==> config.mk <==
export PLATFORM = sky130hd
export DESIGN_NAME = lsa_loop_accel
export DESIGN_NICKNAME = d
export VERILOG_FILES = /design/src/rtl/lsa_pkg.sv /design/src/rtl/lsa_index_gen.sv /design/src/rtl/lsa_accum.sv /design/src/rtl/lsa_ctrl.sv /design/src/rtl/lsa_loop_accel.sv
export SDC_FILE = /design/constraint.sdc
export NUM_CORES = 1
export LEC_CHECK = 0
export CORE_UTILIZATION = 42
export DETAILED_ROUTE_END_ITERATION = 12
export PLACE_DENSITY_LB_ADDON = 0.08
export SYNTH_ARGS = -nofsm -noshare
export SYNTH_HDL_FRONTEND = slang
export SYNTH_HIERARCHICAL = 1
export SYNTH_SLANG_ARGS = --single-unit
==> constraint.sdc <==
create_clock -name clk -period 2.3 [get_ports clk]
set_input_delay 0.23 -clock clk [delete_from_list [all_inputs] [get_ports clk]]
set_output_delay 0.23 -clock clk [all_outputs]
set_load 0.01 [all_outputs]
==> src/rtl/lsa_pkg.sv <==
package lsa_pkg;
  typedef enum logic [2:0] {
    ST_IDLE  = 3'd0,
    ST_READ  = 3'd1,
    ST_CAPT  = 3'd2,
    ST_WRITE = 3'd3,
    ST_HOLD  = 3'd4
  } lsa_state_e;
endpackage

==> src/rtl/lsa_index_gen.sv <==
module lsa_index_gen #(
  parameter int ROWS = 3,
  parameter int COLS = 4,
  parameter int AW   = 8,
  parameter int BASE = 16
) (
  input  logic          clk,
  input  logic          rst_n,
  input  logic          clr,
  input  logic          step,
  output logic [AW-1:0] rd_addr,
  output logic          last
);
  localparam int RW = (ROWS > 1) ? $clog2(ROWS) : 1;
  localparam int CW = (COLS > 1) ? $clog2(COLS) : 1;

  logic [RW-1:0] row_q, row_d;
  logic [CW-1:0] col_q, col_d;

  always_comb begin
    row_d = row_q;
    col_d = col_q;
    if (clr) begin
      row_d = '0;
      col_d = '0;
    end else if (step) begin
      if (col_q == CW'(COLS - 1)) begin
        col_d = '0;
        row_d = row_q + 1'b1;
      end else begin
        col_d = col_q + 1'b1;
      end
    end
  end

  always_ff @(posedge clk or negedge rst_n) begin
    if (!rst_n) begin
      row_q <= '0;
      col_q <= '0;
    end else if (clr || step) begin
      row_q <= row_d;
      col_q <= col_d;
    end
  end

  assign last    = (row_q == RW'(ROWS - 1)) && (col_q == CW'(COLS - 1));
  assign rd_addr = AW'(BASE) + AW'(row_q) * AW'(COLS) + AW'(col_q);

  // the column counter never passes its last index
  a_r2_col_bound: assert property (@(posedge clk) disable iff (!rst_n)
    col_q <= CW'(COLS - 1));
endmodule

==> src/rtl/lsa_accum.sv <==
module lsa_accum #(
  parameter int DW = 16
) (
  input  logic          clk,
  input  logic          rst_n,
  input  logic          clr,
  input  logic          add,
  input  logic [DW-1:0] din,
  output logic [DW-1:0] acc
);
  logic [DW-1:0] acc_d;

  always_comb begin
    acc_d = acc;
    if (clr)      acc_d = '0;
    else if (add) acc_d = acc + din;
  end

  always_ff @(posedge clk or negedge rst_n) begin
    if (!rst_n)          acc <= '0;
    else if (clr || add) acc <= acc_d;
  end
endmodule

==> src/rtl/lsa_ctrl.sv <==
module lsa_ctrl
  import lsa_pkg::*;
(
  input  logic clk,
  input  logic rst_n,
  input  logic start,
  input  logic results_read,
  input  logic last,
  output logic clr,
  output logic step,
  output logic add,
  output logic rd,
  output logic wr,
  output logic busy,
  output logic done
);
  lsa_state_e st_q, st_d;

  always_comb begin
    st_d = st_q;
    clr  = 1'b0;
    step = 1'b0;
    add  = 1'b0;
    rd   = 1'b0;
    wr   = 1'b0;
    unique case (st_q)
      ST_IDLE: if (start) begin
        clr  = 1'b1;
        st_d = ST_READ;
      end
      ST_READ: begin
        rd   = 1'b1;
        st_d = ST_CAPT;
      end
      ST_CAPT: begin
        add = 1'b1;
        if (last) st_d = ST_WRITE;
        else begin
          step = 1'b1;
          st_d = ST_READ;
        end
      end
      ST_WRITE: begin
        wr   = 1'b1;
        st_d = ST_HOLD;
      end
      ST_HOLD: if (results_read) st_d = ST_IDLE;
      default: st_d = ST_IDLE;
    endcase
  end

  always_ff @(posedge clk or negedge rst_n) begin
    if (!rst_n) st_q <= ST_IDLE;
    else        st_q <= st_d;
  end

  assign busy = (st_q == ST_READ) || (st_q == ST_CAPT) || (st_q == ST_WRITE);
  assign done = (st_q == ST_HOLD);

  a_r1_start_busy: assert property (@(posedge clk) disable iff (!rst_n)
    (!busy && !done && start) |=> busy);
  a_r3_no_dual_strobe: assert property (@(posedge clk) disable iff (!rst_n)
    !(rd && wr));
  a_r5_write_then_done: assert property (@(posedge clk) disable iff (!rst_n)
    wr |=> (done && !busy));
  a_r5_done_waits: assert property (@(posedge clk) disable iff (!rst_n)
    (done && !results_read) |=> done);
  a_r5_busy_done_excl: assert property (@(posedge clk) disable iff (!rst_n)
    !(busy && done));
  a_r6_ack_release: assert property (@(posedge clk) disable iff (!rst_n)
    (done && results_read) |=> (!done && !busy));
  a_r6_idle_ack_ignored: assert property (@(posedge clk) disable iff (!rst_n)
    (!busy && !done && !start) |=> (!busy && !done));
endmodule

==> src/rtl/lsa_loop_accel.sv <==
module lsa_loop_accel #(
  parameter int ROWS = 3,
  parameter int COLS = 4,
  parameter int DW   = 16,
  parameter int AW   = 8,
  parameter int BASE = 16
) (
  input  logic          clk,
  input  logic          rst_n,
  input  logic          start,
  input  logic          results_read,
  output logic          busy,
  output logic          done,
  output logic [DW-1:0] result,
  output logic [AW-1:0] mem_addr,
  output logic [DW-1:0] mem_wdata,
  input  logic [DW-1:0] mem_rdata,
  output logic          mem_rd,
  output logic          mem_wr
);
  localparam int        NELEM = ROWS * COLS;
  localparam logic [AW-1:0] WADDR = AW'(BASE + NELEM);

  logic          clr, step, add, last;
  logic [AW-1:0] rd_addr;
  logic [DW-1:0] acc;

  lsa_ctrl u_ctrl (
    .clk(clk), .rst_n(rst_n), .start(start), .results_read(results_read),
    .last(last), .clr(clr), .step(step), .add(add),
    .rd(mem_rd), .wr(mem_wr), .busy(busy), .done(done)
  );

  lsa_index_gen #(.ROWS(ROWS), .COLS(COLS), .AW(AW), .BASE(BASE)) u_idx (
    .clk(clk), .rst_n(rst_n), .clr(clr), .step(step),
    .rd_addr(rd_addr), .last(last)
  );

  lsa_accum #(.DW(DW)) u_acc (
    .clk(clk), .rst_n(rst_n), .clr(clr), .add(add),
    .din(mem_rdata), .acc(acc)
  );

  assign mem_addr  = mem_wr ? WADDR : rd_addr;
  assign mem_wdata = acc;
  assign result    = acc;

  a_r2_read_in_array: assert property (@(posedge clk) disable iff (!rst_n)
    mem_rd |-> (mem_addr >= AW'(BASE) && mem_addr < WADDR));
  a_r3_write_addr: assert property (@(posedge clk) disable iff (!rst_n)
    mem_wr |-> (mem_addr == WADDR));
  a_r5_result_stable: assert property (@(posedge clk) disable iff (!rst_n)
    (done && !results_read) |=> $stable(result));
endmodule

==> flow_summary.ini, run 1 <==
[setup_path]
rr_worst_depth = 10
path_common_cell = o31a_1
setup.worst_path.class = reg -> reg
worstSetupStartpointType = flip-flop
crit_buf_inv = 2
path_cells = ha_2 > inv_2 > fa_2 > and2b_1 > o31a_1 > o31a_1 > buf_4 > o21a_1 > o211ai_1 > o311ai_1
critical_path_required_ns = 2.46
cp-end-kind = flip-flop
crit_cells = 10
crit_slowest_cell = dfrtp_1
crit_family = compound AO/OA/AOI/OAI gates
cpPeakStageDelay_ns = 0.40
crit_fanout = 4
crit_arrival_ns = 2.45

[detailed_routing]
drc = 4
routed_wl_um = 4750
viasPerCell = 5.44
detail-route-antenna-nets = 0
wl_met2_um = 2150
drt_iter0_drc = 118
top_layer = met4
vias = 1924
wl_per_cell_um = 13.4
wl_met3_um = 244
dr.pass1.iters = 9
drt-met1-wl_um = 2320

[synth]
syn_avg_cell_area_um2 = 8.50
yosysSeqAreaShare_pct = 28.6
synth_seq_cells = 23
yosys_most_used_dff = dfrtp_1
netlist_area_um2 = 2010
async_reset_ff_share_pct = 100
synth_cell_types = 56
synth-edff-count = 0
yosysWarnings = 6
synthesis.instances = 237

[final_layout]
fillers = 397
fin_nets = 341
final_core_util_pct = 62.6
areaGrowthSynthToFinish_pct = 39.1
drive_gt1_share_pct = 15.6
antenna_cells = 0
fin_area_um2 = 2800

[timing]
slew_headroom_pct = 63.5
fin_tns_setup_ns = 0
hold_violations = 0
rsz0062_at_grt = true
fin_crit_ns = 2.30
worst_slew_pin_slew_ns = 0.545
setup_violations = 0
min_period_over_period_pct = 99.9
skew_ns = 0.00656
max_freq_mhz = 435
slew_violations = 0
final.setup.worst_slack_ns = 0.00305

[job]
maxCapViolations = 0

[outcome]
violations = design-rule violations
outcome = finished, violations left

[clock_tree]
cts.sinks = 23
clock_path_buffers = 2
cts_buffers = 3
clk_latency_ns = 0.27
path_clk_slew_ns = 0.10
cts_tree = yes
clock_tree.root_cell = clkbuf_8
htree_levels = 1

[global_routing]
grt-ovfl-total = 0
grt_pass1_vias = 1690
antenna_found_initial = 0
grt_start_max_net_pins = 29
grt_use_total_pct = 19.3
grt_pass1_wl_um = 7830

[floorplan]
coreArea_um2 = 4470
die_area_um2 = 5080
pin_count = 64
initial_core_util_pct = 45.0
die_h_um = 71.3
core.rowCount = 24
fp.dieW_um = 71.3

[placed_design]
dpl_cell_area_um2 = 2700
post-dp-hpwl_um = 3540
dp_slack_ns = -0.260
gp_congestion = 0.849
numPortBuffers = 59

[hold_path]
hold_path.class = in -> async

[pwr]
vdd_ir_drop_max_uv = 450
cellPowerDensity_nw_per_um2 = 980
p_leak_nw = 1.27
-- report_power, final --
group | leakage, nW | switching (mW) | internal, mW
combinational | 0.943 | 0.861 | 0.955
clock | 0.0217 | 0.148 | 0.123
sequential | 0.306 | 0.140 | 0.521
total | 1.27 | 1.15 | 1.60
-- layout make-up --
type	instances	area (µm²)	area share, %
multi-input combinational	180	1270	45.2
timing repair buffer	84	806	28.7
sequential	23	576	20.5
tap	52	65.1	2.32
clock buffer	3	41.3	1.47
inverter	11	41.3	1.47
clock inverter	1	7.51	0.268
-- per-layer routing --
layer,track usage [%],vias up
met2,30.4,50
met1,27.9,900
met5,0,-
met3,2.95,4
li1,-,970
met4,4.67,0
-- cells in the final DEF (no fill, tap or decap), types with 4 or more instances in the layout --
master and n:
clkdlybuf4s50_1 58, nor2_1 29, buf_4 23, dfrtp_1 23, ha_1 16, a21oi_1 13
nand2_1 12, nor2b_1 9, inv_1 9, a21o_1 7, nor3_1 6, nand3_1 6
o21a_1 5, o21ai_0 5, o211ai_1 4, conb_1 4
-- cells by family after synthesis --
| family | share of synthesized area [%] |
|---|---|
| flops | 28.6 |
| fa+ha+maj | 11.6 |
| xor+xnor | 0.435 |
| simple gates | 24.9 |
| other cells | 0.373 |
| compound gates | 21.6 |
| mux | 2.11 |
| buf+inv | 10.5 |
-- synthesized netlist by cell type, drive strengths merged (3+ instances only) --
master	instances	area (µm²)
inv	10	37.5
nor3b	3	37.5
dfrtp	23	576
o21a	5	37.5
o211ai	5	42.5
o31ai	4	30.0
clkbuf	4	15.0
or2	3	18.8
nand3	6	30.0
nor2b	9	56.3
ha	17	213
a21oi	13	65.1
buf	21	155
o21ai	8	43.8
a211oi	5	42.5
nor2	29	109
nand3b	3	22.5
nand2	13	51.3
a21o	7	52.6
nor3	6	30.0
-- final timing paths --
kind                            slack (ns)                 startpoint                         end
worst min-delay path                  0.31                      rst_n  u_ctrl/st_q[1]$_DFFE_PN0P_
worst max-delay path                 0.003   u_acc/acc[0]$_DFFE_PN0P_    u_acc/acc[8]$_DFFE_PN0P_
worst max register to register       0.003   u_acc/acc[0]$_DFFE_PN0P_    u_acc/acc[8]$_DFFE_PN0P_
max in group asynchronous             1.74                      rst_n    u_acc/acc[4]$_DFFE_PN0P_
min in group clk                      0.38               mem_rdata[0]    u_acc/acc[0]$_DFFE_PN0P_
worst min register to register        0.55  u_acc/acc[13]$_DFFE_PN0P_   u_acc/acc[13]$_DFFE_PN0P_
-- flip-flops by register name, indices dropped and copies added (netlist names) --
name / count
u_idx/row_q: 2
u_idx/col_q: 2
u_ctrl/st_q: 3
u_acc/acc: 16
-- through the flow --
stage / instances / hold WS (ns) / total power, mW
final: 354 / 0.312 / 2.75
after global routing: 354 / 0.353 / 2.98
after global placement: 346 / 0.539 / 2.43
after CTS: 350 / 0.322 / 2.72
after floorplan: 239 / -0.0656 / 1.73
after detailed placement: 346 / 0.540 / 2.43
-- what timing repair did --
item,CTS,global route
resized for setup,1,9
endpoints found under the setup margin,1,5
pin swaps,1,7
hold buffers,0,0
setup buffers,0,4
Power figures use the tool's default switching activity.
==> run 2, diff against run 1 <==
CORE_UTILIZATION = 47   (was 42)
CTS_CLUSTER_SIZE = 28   (was unset)
clock period = 2.6 ns   (was 2.3 ns; I/O delays follow)
==> run 2 against run 1 <==
Against the previous run: critical path depth stayed put; largest cell class unchanged; critical path type is now in -> reg; clock-buffer cell count stayed put; largest power group unchanged; clock skew is 0.0015 ns lower; utilization is 2.1 points higher; wire length is 5.4% lower; setup slack better by 0.28 ns; non-clock buffer count is 16 lower; sequential share of layout area is 1.4 points higher; highest routed layer unchanged; the run now ends clean.
==> flow_summary.ini, run 2 (synthesis results as in run 1) <==
[clock_tree]
cts_resized = 0
cts.sinks = 23
cts_setup_buffers = 0
cts_tree = yes
htree_levels = 1
clock_tree.root_cell = clkbuf_8
cts-hold-fix-buffers = 0
clk_latency_ns = 0.27
cts_buffers = 3
path_clk_slew_ns = 0.09
clock_path_buffers = 2

[detailed_routing]
dr.pass1.iters = 4
drc = 0
drt_iter0_drc = 124
routed_wl_um = 4490
detail-route-antenna-nets = 0
vias = 1879
wl_per_cell_um = 13.4
viasPerCell = 5.59

[pwr]
p_comb_share_pct = 64.0
p_seq_share_pct = 25.6
netSwitchingPower_mw = 0.976
swShare_pct = 42.7
vdd_ir_drop_max_uv = 342
cellPowerDensity_nw_per_um2 = 870
p_int_mw = 1.31
power_frac_clock_pct = 10.3
p_leak_nw = 1.17

[placed_design]
gp_congestion = 0.864
numPortBuffers = 59
post-dp-hpwl_um = 3470
dpl_cell_area_um2 = 2580

[final_layout]
top_regs = u_acc/acc x16, u_ctrl/st_q x3
areaGrowthSynthToFinish_pct = 30.4
antenna_cells = 0
fin_area_um2 = 2630
drive_gt1_share_pct = 8.39
final-seq-area_um2 = 576
fin_nets = 325
layout_commonest_cell = clkdlybuf4s50_1
top_register = u_acc/acc
multiInputGateArea_um2 = 1240
layout_common_cells = 59 x clkdlybuf4s50_1, 29 x nor2_1, 23 x dfrtp_1
fillers = 379
largest_reg_flops = 16
final_core_util_pct = 64.8

[floorplan]
initial_core_util_pct = 49.6
die_area_um2 = 4550
pin_count = 64
core.rowCount = 23
fp.dieW_um = 67.5
die_h_um = 67.5
coreArea_um2 = 4060

[global_routing]
grt_pass1_wl_um = 7420
grt-ovfl-total = 0
grt_start_max_net_pins = 24
grt_pass1_vias = 1685
grt_use_total_pct = 21.3
antenna_found_initial = 0

[timing]
slew_violations = 0
fin_tns_setup_ns = 0
max_freq_mhz = 432
rsz0062_at_grt = false
hold_violations = 0
worst_slew_pin_slew_ns = 0.531
min_period_over_period_pct = 88.9
slew_headroom_pct = 64.5
fin_crit_ns = 2.31
skew_ns = 0.00504
setup_violations = 0

[setup_path]
crit_slowest_cell = clkdlybuf4s50_1
worstSetupStartpointType = primary input
critical_path_required_ns = 2.80
cp-end-kind = flip-flop
crit_arrival_ns = 2.52
crit_family = compound AO/OA/AOI/OAI gates
crit_fanout = 4
path_common_cell = o31a_1
cpPeakStageDelay_ns = 0.47
setup.worst_path.class = in -> reg
crit_buf_inv = 2
path_cells = clkdlybuf4s50_1 > ha_1 > inv_1 > fa_1 > and2b_1 > o31a_1 > o31a_1 > o21ai_0 > or3_1 > a31oi_1

[hold_path]
hold_path.class = in -> async

[job]
maxCapViolations = 0

[outcome]
outcome = complete, no violations
-- run 2: stage by stage --
step	hold WS, ns	setup WS (ns)	instances	power [mW]
2_1_floorplan	-0.0356	0.379	239	1.53
3_3_place_gp	0.528	0.0507	332	2.03
3_5_place_dp	0.533	0.00582	332	2.05
4_1_cts	0.342	0.289	336	2.30
5_1_grt	0.381	0.102	336	2.49
6_report	0.333	0.288	336	2.29
-- run 2: cell type report --
class	instances	area share (%)
inverter	11	1.57
timing repair buffer	68	25.0
clock inverter	1	0.286
tap	50	2.38
clock buffer	3	1.57
sequential	23	21.9
multi-input combinational	180	47.2
-- run 2: metal layers --
layer | track usage [%] | vias to the layer above | routed length (µm)
met5 | 0 | - | 0
met4 | 7.98 | 0 | 63
met3 | 2.53 | 8 | 194
met2 | 32.7 | 49 | 2010
met1 | 30.2 | 882 | 2230
li1 | - | 940 | -
-- run 2: path summary, 6_finish.rpt --
| check | from | slack [ns] | to | cells past startpoint |
|---|---|---|---|---|
| setup reg to reg | u_acc/acc[0]$_DFFE_PN0P_ | 0.32 | u_acc/acc[10]$_DFFE_PN0P_ | 9 |
| max in group asynchronous | rst_n | 2.02 | u_acc/acc[2]$_DFFE_PN0P_ | 2 |
| setup / recovery | mem_rdata[0] | 0.29 | u_acc/acc[10]$_DFFE_PN0P_ | 10 |
| hold reg to reg | u_acc/acc[11]$_DFFE_PN0P_ | 0.54 | u_acc/acc[11]$_DFFE_PN0P_ | 2 |
| min in group clk | u_acc/acc[11]$_DFFE_PN0P_ | 0.54 | u_acc/acc[11]$_DFFE_PN0P_ | 2 |
| hold / removal | rst_n | 0.33 | u_ctrl/st_q[0]$_DFFE_PN0P_ | 2 |
-- run 2: worst register-to-register path, cell delays in order, from the launching register on --
cell	delay, ns
dfrtp_1	0.40
ha_1	0.18
inv_1	0.05
fa_1	0.36
and2b_1	0.22
o31a_1	0.15
o31a_1	0.22
o21ai_0	0.15
or3_1	0.32
a31oi_1	0.16
-- run 2: power by group through the flow --
stage          clock network [mW]  logic [mW]  registers, mW
6_report                    0.236        1.46          0.586
5_1_grt                     0.257        1.62          0.609
4_1_cts                     0.246        1.46          0.589
3_5_place_dp                    0        1.46          0.594
3_3_place_gp                    0        1.44          0.591
2_1_floorplan                   0       0.926          0.601
==> run 3, diff against run 2 <==
CORE_UTILIZATION = 45   (was 47)
SETUP_SLACK_MARGIN = 0.5   (was unset)
==> run 3 against run 2 <==
Against the previous run: clock-buffer cell count unchanged; clock power shrank 3%; setup slack improved by 0.076 ns; critical path type is now reg -> reg.
==> flow_summary.ini, run 3 (synthesis results as in run 1) <==
[outcome]
outcome = complete, no violations

[clock_tree]
clock_path_buffers = 2
htree_levels = 1
clk_latency_ns = 0.27
cts-hold-fix-buffers = 0
cts_buffers = 3
clock_tree.root_cell = clkbuf_8
cts_tree = yes
path_clk_slew_ns = 0.09
cts.sinks = 23

[global_routing]
grt_start_max_net_pins = 28
grt_use_total_pct = 21.7
antenna_found_initial = 0
grt_pass1_vias = 1696
grt_pass1_wl_um = 7650
grt-ovfl-total = 0

[floorplan]
coreArea_um2 = 4140
die_h_um = 68.9
initial_core_util_pct = 48.6
pin_count = 64
die_area_um2 = 4750
fp.dieW_um = 68.9
core.rowCount = 23

[detailed_routing]
routed_wl_um = 5020
dr.pass1.iters = 4
wl_per_cell_um = 14.9
drc = 0
detail-route-antenna-nets = 0
viasPerCell = 5.65
vias = 1909
drt_iter0_drc = 195

[job]
maxCapViolations = 0

[setup_path]
path_common_cell = o31a_1
critical_path_required_ns = 2.81
path_cells = ha_2 > inv_2 > fa_2 > and2b_1 > o31a_1 > o31a_1 > o211ai_1 > a2111oi_0 > nand3b_1
cp-end-kind = flip-flop
setup.worst_path.start = u_acc/acc[0]$_DFFE_PN0P_
regToRegEndpoint = u_acc/acc[12]$_DFFE_PN0P_
setup.worst_path.class = reg -> reg
rr_startpoint = u_acc/acc[0]$_DFFE_PN0P_
cpPeakStageDelay_ns = 0.36
crit_slowest_cell = dfrtp_1
rr_worst_depth = 9
worstSetupStartpointType = flip-flop
crit_fanout = 4
rrSetupSlack_ns = 0.36
crit_arrival_ns = 2.44

[final_layout]
multiInputGateArea_um2 = 1320
final-seq-area_um2 = 578
drive_gt1_share_pct = 14.6
fillers = 383
top_regs = u_acc/acc x16, u_ctrl/st_q x3
final-instance-count-excl-fill = 338
fin_nets = 327
largest_reg_flops = 16
top_register = u_acc/acc
layout_commonest_cell = clkdlybuf4s50_1
layout_common_cells = 57 x clkdlybuf4s50_1, 29 x nor2_1, 21 x dfrtp_1
antenna_cells = 0
areaGrowthSynthToFinish_pct = 35.2

[timing]
fin_crit_ns = 2.24
fin_tns_setup_ns = 0
hold_violations = 0
max_freq_mhz = 447
slew_headroom_pct = 60.6
whs_ns = 0.347
min_period_over_period_pct = 86.0
skew_ns = 0.00631
slew_violations = 0
setup_violations = 0
worst_slew_pin_slew_ns = 0.588
rsz0062_at_grt = true
final.setup.worst_slack_ns = 0.364

[pwr]
vdd_ir_drop_max_uv = 447
cellPowerDensity_nw_per_um2 = 876
p_leak_nw = 1.19
p_total_mw = 2.39

[placed_design]
numPortBuffers = 59
gp_congestion = 0.866
post-place-cells = 329
dp_slack_ns = -0.00575
post-dp-hpwl_um = 3520

[hold_path]
hold_path.class = in -> async
## run 3: cell types whose count changed in the layout (fill, tap and decap cells not counted), moves of 2 or more
| cell | before | now |
|---|---|---|
| clkdlybuf4s50_1 | 59 | 57 |
| dfrtp_1 | 23 | 21 |
| a21oi_2 | 0 | 3 |
| ha_1 | 17 | 12 |
| ha_4 | 0 | 2 |
| ha_2 | 0 | 3 |
| dfrtp_2 | 0 | 2 |
| buf_4 | 9 | 11 |
| a21oi_1 | 13 | 10 |
## run 3: layout make-up
class / count / area share [%]
multi-input combinational: 180 / 48.5
sequential: 23 / 21.2
clock buffer: 3 / 1.52
inverter: 11 / 1.52
clock inverter: 1 / 0.184
timing repair buffer: 70 / 24.8
tap: 50 / 2.30
## run 3: routing by layer
| layer | wire (µm) | GRT usage, % |
|---|---|---|
| met5 | 0 | 0 |
| met4 | 29 | 6.12 |
| met3 | 232 | 1.97 |
| met2 | 2500 | 37.4 |
| met1 | 2260 | 28.7 |
## run 3: worst max-delay path: cells and delay by family (launching register included)
family | cells | cell delay (ns)
adder cells (fa/ha/maj) | 2 | 0.53
AO/OA/AOI/OAI | 4 | 0.87
buffers and inverters | 1 | 0.04
flip-flops | 1 | 0.36
AND/OR/NAND/NOR | 2 | 0.37
## run 3: what timing repair did
action	CTS	global route
setup endpoints to repair	7	11
resized for setup	7	11
setup buffers	5	0
pin swaps	11	5
## run 3: where the power goes
group	switching (mW)	leakage, nW	total (mW)	internal [mW]
sequential	0.135	0.303	0.599	0.463
clock	0.122	0.0255	0.230	0.107
combinational	0.769	0.864	1.56	0.788
total	1.03	1.19	2.39	1.36
## run 3: stage by stage
step,util (%),cell area [µm²]
after global routing,65.7,2720
final,65.7,2720
after floorplan,-,2030
after CTS,64.6,2680
after global placement,62.0,2570
after detailed placement,62.0,2570
## run 3: worst max-delay path by stage
stage / endpoint / slack, ns / cells after the start
after CTS: u_acc/acc[12]$_DFFE_PN0P_ / 0.31 / 9
final: u_acc/acc[12]$_DFFE_PN0P_ / 0.36 / 9
after global placement: u_acc/acc[10]$_DFFE_PN0P_ / 0.05 / 10
after global routing: u_acc/acc[10]$_DFFE_PN0P_ / 0.23 / 10
after detailed placement: u_acc/acc[12]$_DFFE_PN0P_ / -0.006 / 10
after floorplan: u_acc/acc[10]$_DFFE_PN0P_ / 0.43 / 9
